==> config.mk <==
export PLATFORM = sky130hd
export DESIGN_NAME = dcnt_timer
export DESIGN_NICKNAME = d
export VERILOG_FILES = /design/src/rtl/dcnt_timer_pkg.sv /design/src/rtl/dcnt_prescale.sv /design/src/rtl/dcnt_regs.sv /design/src/rtl/dcnt_core.sv /design/src/rtl/dcnt_timer.sv
export SDC_FILE = /design/constraint.sdc
export NUM_CORES = 1
export LEC_CHECK = 0
export ABC_CLOCK_PERIOD_IN_PS = 2100
export BUFFER_PORTS_ARGS = -buffer_cell sky130_fd_sc_hd__buf_4
export CAP_MARGIN = 10
export CORE_UTILIZATION = 35
export DETAILED_ROUTE_END_ITERATION = 10
export PLACE_DENSITY = 0.63
export SKIP_CTS_REPAIR_TIMING = 1
export SLEW_MARGIN = 0
export SYNTH_ARGS = -nofsm -noshare
export SYNTH_HDL_FRONTEND = slang
export SYNTH_SLANG_ARGS = --single-unit
==> constraint.sdc <==
create_clock -name clk -period 2.1 [get_ports clk]
set_input_delay 0.21 -clock clk [delete_from_list [all_inputs] [get_ports clk]]
set_output_delay 0.21 -clock clk [all_outputs]
set_load 0.02 [all_outputs]
==> src/rtl/dcnt_timer_pkg.sv <==
package dcnt_timer_pkg;

    localparam int CTRL_W     = 8;
    localparam int OFS_LOAD   = 0;
    localparam int OFS_VALUE  = 1;
    localparam int OFS_CTRL   = 2;
    localparam int OFS_ICLR   = 3;
    localparam int OFS_RAW    = 4;
    localparam int OFS_MASKED = 5;
    localparam int OFS_BGLOAD = 6;

    // Field positions are decoded by software; MSB first.
    typedef struct packed {
        logic       enable;    // bit 7
        logic       periodic;  // bit 6
        logic       ie;        // bit 5
        logic       spare;     // bit 4
        logic [1:0] pscale;    // bits 3:2
        logic       wide;      // bit 1
        logic       oneshot;   // bit 0
    } ctrl_t;

    localparam ctrl_t CTRL_RESET = '{enable: 1'b0, periodic: 1'b0, ie: 1'b1,
                                     spare: 1'b0, pscale: 2'b00, wide: 1'b0,
                                     oneshot: 1'b0};

endpackage

==> src/rtl/dcnt_prescale.sv <==
module dcnt_prescale #(
    parameter int PRE_W     = 8,
    parameter int PRE_MID_W = 4
) (
    input  logic       clk,
    input  logic       rst_n,
    input  logic       tick,
    input  logic [1:0] sel,
    output logic       pulse
);
    logic [PRE_W-1:0] div_d, div_q;

    always_comb begin
        div_d = div_q + (tick ? PRE_W'(1) : PRE_W'(0));
        case (sel)
            2'b01:   pulse = tick && (&div_q[PRE_MID_W-1:0]);
            2'b10:   pulse = tick && (&div_q);
            default: pulse = tick;
        endcase
    end

    always_ff @(posedge clk) begin
        if (!rst_n) div_q <= '0;
        else        div_q <= div_d;
    end
endmodule

==> src/rtl/dcnt_regs.sv <==
module dcnt_regs
    import dcnt_timer_pkg::*;
#(
    parameter int DATA_W = 32,
    parameter int ADDR_W = 3
) (
    input  logic              clk,
    input  logic              rst_n,
    input  logic              wr_en,
    input  logic [ADDR_W-1:0] addr,
    input  logic [DATA_W-1:0] wr_data,
    input  logic [DATA_W-1:0] cnt_view,
    input  logic              raw,
    output ctrl_t             ctrl_q,
    output ctrl_t             ctrl_nx,
    output logic [DATA_W-1:0] load_nx,
    output logic              load_wr,
    output logic              ctrl_wr,
    output logic              clr_wr,
    output logic [DATA_W-1:0] rd_data
);
    typedef struct packed {
        ctrl_t             ctrl;
        logic [DATA_W-1:0] load;
    } regs_s;

    regs_s r_d, r_q;
    logic  bg_wr;

    always_comb begin
        load_wr = wr_en && (addr == ADDR_W'(OFS_LOAD));
        bg_wr   = wr_en && (addr == ADDR_W'(OFS_BGLOAD));
        ctrl_wr = wr_en && (addr == ADDR_W'(OFS_CTRL));
        clr_wr  = wr_en && (addr == ADDR_W'(OFS_ICLR));

        r_d = r_q;
        if (load_wr || bg_wr) r_d.load = wr_data;
        if (ctrl_wr)          r_d.ctrl = ctrl_t'(wr_data[CTRL_W-1:0]);

        rd_data = '0;
        case (addr)
            ADDR_W'(OFS_LOAD),
            ADDR_W'(OFS_BGLOAD): rd_data = r_q.load;
            ADDR_W'(OFS_VALUE):  rd_data = cnt_view;
            ADDR_W'(OFS_CTRL):   rd_data = DATA_W'(r_q.ctrl);
            ADDR_W'(OFS_RAW):    rd_data = DATA_W'(raw);
            ADDR_W'(OFS_MASKED): rd_data = DATA_W'(raw && r_q.ctrl.ie);
            default:             rd_data = '0;
        endcase
    end

    assign ctrl_q  = r_q.ctrl;
    assign ctrl_nx = r_d.ctrl;
    assign load_nx = r_d.load;

    always_ff @(posedge clk) begin
        if (!rst_n) begin
            r_q.ctrl <= CTRL_RESET;
            r_q.load <= '0;
        end else begin
            r_q <= r_d;
        end
    end
endmodule

==> src/rtl/dcnt_core.sv <==
module dcnt_core
    import dcnt_timer_pkg::*;
#(
    parameter int DATA_W   = 32,
    parameter int NARROW_W = 16
) (
    input  logic              clk,
    input  logic              rst_n,
    input  logic              cnt_pulse,
    input  ctrl_t             ctrl_q,
    input  ctrl_t             ctrl_nx,
    input  logic [DATA_W-1:0] load_nx,
    input  logic              load_wr,
    input  logic              ctrl_wr,
    input  logic              clr_wr,
    output logic [DATA_W-1:0] cnt_view,
    output logic              raw,
    output logic              expire,
    output logic              stopped
);
    localparam logic [DATA_W-1:0] NARROW_ONES = DATA_W'({NARROW_W{1'b1}});

    typedef struct packed {
        logic [DATA_W-1:0] cnt;
        logic              raw;
        logic              stopped;
    } core_s;

    core_s c_d, c_q;

    function automatic logic [DATA_W-1:0] limit_of(ctrl_t c, logic [DATA_W-1:0] ld);
        if (c.periodic || c.oneshot) return ld;
        else if (c.wide)             return '1;
        else                         return NARROW_ONES;
    endfunction

    always_comb begin
        cnt_view = ctrl_q.wide ? c_q.cnt : (c_q.cnt & NARROW_ONES);
        c_d      = c_q;
        expire   = 1'b0;

        if (load_wr) begin
            c_d.cnt     = limit_of(ctrl_nx, load_nx);
            c_d.stopped = 1'b0;
        end else if (ctrl_wr) begin
            if (ctrl_nx.enable) begin
                c_d.cnt     = limit_of(ctrl_nx, load_nx);
                c_d.stopped = 1'b0;
            end
        end else if (ctrl_q.enable && cnt_pulse && !c_q.stopped) begin
            if (cnt_view == '0) begin
                expire = 1'b1;
                if (ctrl_q.oneshot) c_d.stopped = 1'b1;
                else                c_d.cnt     = limit_of(ctrl_q, load_nx);
            end else begin
                c_d.cnt = cnt_view - DATA_W'(1);
            end
        end

        if (clr_wr) c_d.raw = 1'b0;
        if (expire) c_d.raw = 1'b1;
    end

    assign raw     = c_q.raw;
    assign stopped = c_q.stopped;

    always_ff @(posedge clk) begin
        if (!rst_n) c_q <= '0;
        else        c_q <= c_d;
    end
endmodule

==> src/rtl/dcnt_timer.sv <==
module dcnt_timer
    import dcnt_timer_pkg::*;
#(
    parameter int DATA_W    = 32,
    parameter int ADDR_W    = 3,
    parameter int NARROW_W  = 16,
    parameter int PRE_W     = 8,
    parameter int PRE_MID_W = 4
) (
    input  logic              clk,
    input  logic              rst_n,
    input  logic              tick,
    input  logic              wr_en,
    input  logic [ADDR_W-1:0] addr,
    input  logic [DATA_W-1:0] wr_data,
    output logic [DATA_W-1:0] rd_data,
    output logic              irq
);
    ctrl_t             ctrl_q, ctrl_nx;
    logic [DATA_W-1:0] load_nx, cnt_view;
    logic              load_wr, ctrl_wr, clr_wr;
    logic              cnt_pulse, raw, expire, stopped;

    dcnt_regs #(.DATA_W(DATA_W), .ADDR_W(ADDR_W)) u_regs (
        .clk(clk), .rst_n(rst_n), .wr_en(wr_en), .addr(addr),
        .wr_data(wr_data), .cnt_view(cnt_view), .raw(raw),
        .ctrl_q(ctrl_q), .ctrl_nx(ctrl_nx), .load_nx(load_nx),
        .load_wr(load_wr), .ctrl_wr(ctrl_wr), .clr_wr(clr_wr),
        .rd_data(rd_data)
    );

    dcnt_prescale #(.PRE_W(PRE_W), .PRE_MID_W(PRE_MID_W)) u_pre (
        .clk(clk), .rst_n(rst_n), .tick(tick), .sel(ctrl_q.pscale),
        .pulse(cnt_pulse)
    );

    dcnt_core #(.DATA_W(DATA_W), .NARROW_W(NARROW_W)) u_core (
        .clk(clk), .rst_n(rst_n), .cnt_pulse(cnt_pulse),
        .ctrl_q(ctrl_q), .ctrl_nx(ctrl_nx), .load_nx(load_nx),
        .load_wr(load_wr), .ctrl_wr(ctrl_wr), .clr_wr(clr_wr),
        .cnt_view(cnt_view), .raw(raw), .expire(expire), .stopped(stopped)
    );

    assign irq = raw && ctrl_q.ie;
endmodule

== Word-level counts from Yosys, hierarchy flattened ==
Cells that the tools add are included.
Cells by class
  add/sub/neg operators: 2
  equal/unequal tests: 11
  multiplexer cells: 27
  bitwise gates (word level): 1
  reduce and logical (&&, ||, !) cells: 26
Operators with widths (number)
  two-way mux 32 bit: 12
  case mux 32 bit (5 select lines): 1
  logical NOT 32 bit: 1
  subtractor 32 x 1 -> 32 bit, second input constant: 1
  two-way mux 1 bit: 12
  equality test 3 bit, second input constant: 3
  logical AND 1 bit: 9
  adder 8 bit: 1
  two-way mux 8 bit: 1
  AND reduction 4 bit: 2
  AND reduction 8 bit: 1
  nonzero test 2 bit: 4
  equality test 3 x 2 -> 1 bit, second input constant: 2
  != test 4 bit, second input constant: 1
  OR reduction 2 bit: 2
  equality test 3 x 1 -> 1 bit, second input constant: 1
  logical NOT 3 bit: 1
  logical OR 1 bit: 3
  != test 3 bit, second input constant: 1
  AND reduction 3 bit: 1
  nonzero test 3 bit: 1
  equality test 2 x 1 -> 1 bit, second input constant: 1
  equality test 2 bit, second input constant: 1
  != test 2 bit, second input constant: 1
  other kinds (3): 3
Word-level totals
  bits in registers: 82
  input port bits: 39
  output and inout bits: 33
  word-level logic and storage cells: 79

== Depth between registers and ports, before layout ==
  depth after elaboration: 10
  gate-level depth with buffers: 11

== Cells and area by module ==
Synthesis repeated with hierarchy kept, for this count alone.
Second synthesis, totals
  cells, all modules: 729
  area total of the unflattened synthesis: 6055.8 um^2
Modules (own cells, without submodules)
  dcnt_core: instances 1, cells each 401, area an instance 3072.9 um^2
  dcnt_regs: instances 1, cells each 288, area an instance 2607.5 um^2
  dcnt_prescale: instances 1, cells each 39, area an instance 369.1 um^2
  dcnt_timer: instances 1, cells each 1, area an instance 6.3 um^2

== Worst setup path after synthesis ==
Ideal clock, no wire load.
  path type: register to register
  start point: register u_core.c_q[2] (netlist name)
  end point: register u_core.c_q[16] (netlist name)
  setup time: 119 ps
  data arrival time: 2100 ps
  setup slack: -118 ps
  stages on the path, launching flop included: 10
  buffers on the path: 1
  clock period less this slack: 2218 ps
  cell sequence: dfxtp_1 -> inv_1 -> ha_1 -> nor3b_2 -> and3_1 -> buf_2 -> nand2_1 -> or4_1 -> o31a_1 -> o221a_1
On the way
  longest elaborated chain between the ends: 6
RTL lines
  from (decl): RTL line dcnt_core.sv:29  | core_s c_d, c_q;
  from (signal assigned): RTL line dcnt_core.sv:68  | if (!rst_n) c_q <= '0;
  from (signal assigned): RTL line dcnt_core.sv:69  | else c_q <= c_d;
  two-way mux 32 bit (*): RTL line dcnt_core.sv:38  | cnt_view = ctrl_q.wide ? c_q.cnt : (c_q.cnt & NARROW_ONES);
  subtractor 32 x 1 -> 32 bit or logical NOT 32 bit (tied branches): RTL line dcnt_core.sv:56, dcnt_core.sv:51
  two-way mux 32 bit: RTL line dcnt_core.sv:51  | if (cnt_view == '0) begin
  two-way mux 32 bit: RTL line dcnt_core.sv:50  | end else if (ctrl_q.enable && cnt_pulse && !c_q.stopped) begin
  two-way mux 32 bit: RTL line dcnt_core.sv:45  | end else if (ctrl_wr) begin
  two-way mux 32 bit: RTL line dcnt_core.sv:42  | if (load_wr) begin
Every way passes the cells marked *; elsewhere a longest branch is shown, timed or not. The select of a mux whose other input is x is not followed.
A chain may end at the register's enable or synchronous reset.

== Worst setup path in the final report ==
  start point: register u_core.c_q[22] (netlist name)
  end point: register u_core.c_q[13] (netlist name)
On the way
  longest elaborated chain between the ends: 6
RTL lines (RTL line)
  two-way mux 32 bit (*): dcnt_core.sv:38
  logical NOT 32 bit (*): dcnt_core.sv:51
  two-way mux 32 bit: dcnt_core.sv:51
  two-way mux 32 bit: dcnt_core.sv:50
  two-way mux 32 bit: dcnt_core.sv:45
  two-way mux 32 bit: dcnt_core.sv:42
Marked as above.

==> impl_metrics.yaml <==
outcome:
  status: "finished, violations left"
  violations: "negative setup slack"
critical_path:
  worstPathArrival_ns: 2.62
  crit_type: "reg2reg"
  cp.required_ns: 2.35
  worstSetupEndpointType: "flip-flop"
  crit_path_start_kind: "flip-flop"
  cp_max_fo: 6
route:
  via_count: 6184
  wl_per_cell_um: 20.06
  drt-vias-per-instance: 5.929
  postRouteWirelength_mm: 20.92
  drc: 0
  first_pass_iters: 5
  drtAntennaViolNets: 0
  drtIter0Drc: 425
place:
  post-dp-hpwl_mm: 15.22
  place_ws_ns: -0.1999
  portBuffers: 71
  gp_congestion: 0.9229
global_routing:
  grt_max_degree: 40
  overflow: 0
  antenna_found_initial: 0
  grt_pass1_vias: 6032
  grt_pass1_wl_mm: 32.20
  grt_util_all_layers: 0.2579
timing:
  worst_slack_ns: -0.2636
  slew_headroom: 0.6943
  maxSlewViolCount: 0
  max_freq_mhz: 423.1
  max_slew.worst_pin.slew_ns: 0.4546
  post-route-period-util: 1.126
  min_period_ns: 2.364
  hold_viol: 0
  skew_ns: 0.007387
  hold_ws_ns: 0.07203
  finalSetupViolations: 34
  rsz0062_at_grt: "true"
layout:
  drive_gt1_frac: 0.3754
  diodes: 0
  nets: 894
  fin_util: 0.5161
  area_growth_pct: 44.51
job:
  cap_violations: 0
pwr:
  peakVddDrop_uv: 379.4
  power_density_mw_per_mm2: 810.2
  leakagePower_nw: 3.136
yosys:
  synth-seq-area-share: 0.3035
  syn_area_per_cell_um2: 8.037
  synth_top_family_by_area: "compound AO/OA/AOI/OAI gates"
  syn_nets: 717
  synthArstFlopShare: 0
  synth_edf_count: 0
  synthAdderAreaFrac: 0.01157
  ys.flop_type: "dfxtp_1"
  syn_area_mm2: 0.005409
  synth_compound_area_frac: 0.2966
  synthSimpleGateAreaFrac: 0.2297
  synth.distinct_cells: 80
  synth_cells: 673
  ys_seq_elements: 82
  synth_xor_area_frac: 0.01457
  synth_warnings: 0
  synthMuxAreaShare: 0.08397
floorplan:
  row_count: 45
  dieArea_mm2: 0.01596
  die_width_um: 126.3
  start_util: 0.3571
  coreArea_mm2: 0.01515
  io_pins: 72
  die_h_um: 126.3
clock_network:
  root_buffer: "clkbuf_16"
  clock_latency_ns: 0.36
  clkSinkCount: 82
  cts_inserted_buffers: 9
  clock_path_buffers: 2
  cts_max_level: 3
  cts_tree: "done"
  clkSlewWorstSetupHoldPaths_ns: 0.07
hold_path:
  hp-class: "in2reg"
==> worst max-delay path: stages (launching register included) <==
cell and delay (ns):
dfxtp_2 0.32, or4_4 0.54, o31ai_4 0.37, nand3_4 0.19
o221ai_4 0.22, buf_12 0.16, buf_12 0.12, a21oi_2 0.04
o221a_2 0.28
==> cell usage in the layout (no fill, tap or decap), drive strengths merged, types with 4 or more instances in the layout <==
cell and count:
a211oi 10, a21oi 31, a221oi 8, a22o 25, a31oi 8, a32o 5
a32oi 4, and2 6, and3 10, and4 5, buf 222, clkbuf 12
dfxtp 82, ha 5, inv 15, mux2i 42, nand2 61, nand3 44
nand4 10, nor2 66, nor3 10, nor4 6, o211ai 7, o21a 5
o21ai 59, o221a 8, o31ai 5, o41ai 4, or2 5, or3 7
or4 6, xor2 7
==> registers in the layout, indices dropped and copies added, names as in the netlist <==
| register | cells |
|---|---|
| u_core.c_q | 32 |
| u_core.raw | 1 |
| u_core.stopped | 1 |
| u_pre.div_q | 8 |
| u_regs.ctrl_q | 8 |
| u_regs.r_q | 32 |
==> cell usage after synthesis (6+ instances only) <==
cell type,count,area (um^2)
inv_1,12,45.04
and3_1,9,56.30
a21oi_1,31,155.2
a31oi_1,7,43.79
nor3_1,9,45.04
nor2_1,66,247.7
and2_1,6,37.54
nand4_1,10,62.56
a22o_1,25,219.0
o211ai_1,7,52.55
nand3_1,43,215.2
a211oi_1,8,60.06
or3_1,7,43.79
buf_2,14,70.07
dfxtp_1,82,1642
mux2i_1,42,420.4
xor2_1,7,61.31
nand2_1,61,229.0
o21ai_0,58,290.3
clkbuf_1,34,127.6
==> cells by family (layout without fill, tap and decap cells) <==
family	after synthesis	count (layout)
buffers and inverters	71	253
flip-flops	82	82
multiplexers	45	45
AND/OR/NAND/NOR	245	245
AO/OA/AOI/OAI	216	216
XOR/XNOR	9	9
adder cells (fa/ha/maj)	5	5
==> final cells by class <==
cell class | instances | area [um^2]
clock buffers | 10 | 239.0
repair buffers | 224 | 1866
inverters | 13 | 48.80
well taps | 188 | 235.2
fillers | 1406 | 7330
flip-flops and latches | 82 | 1647
multi-input cells | 520 | 3685
clock inverters | 6 | 96.34
==> power breakdown <==
group          switching [mW]  internal (mW)  leakage, nW
registers              0.0749           1.64        0.668
clock network           0.755           1.09        0.161
logic                    1.45           1.32         2.31
total                    2.28           4.06         3.14
==> layer usage <==
metal	GRT usage	vias up	share of wire
li1	-	2892	-
met1	0.3264	3011	0.43
met2	0.4391	238	0.48
met3	0.04133	43	0.062
met4	0.09993	0	0.027
met5	0	-	0
==> metrics by stage <==
step / instances / setup TNS (ns) / power [mW] / cell area [um^2]
floorplan: 673 / -0.9399 / 3.042 / 5523
finish: 1043 / -5.667 / 6.333 / 7816
CTS: 1030 / -4.476 / 6.063 / 7496
global placement: 1014 / -2.533 / 4.185 / 7161
detailed placement: 1014 / -3.386 / 4.224 / 7161
global route: 1043 / -7.766 / 6.591 / 7816
==> worst paths after layout <==
path | from | to | slack, ns | cells after the start
worst max register to register | u_core.c_q[22] | u_core.c_q[13] | -0.26 | 8
worst max-delay path | u_core.c_q[22] | u_core.c_q[13] | -0.26 | 8
worst min-delay path | wr_data[5] | u_regs.ctrl_q[5] | 0.07 | 3
worst min register to register | u_regs.ctrl_q[4] | u_regs.ctrl_q[4] | 0.47 | 2
Note: power is estimated with default switching activity, not from simulation.
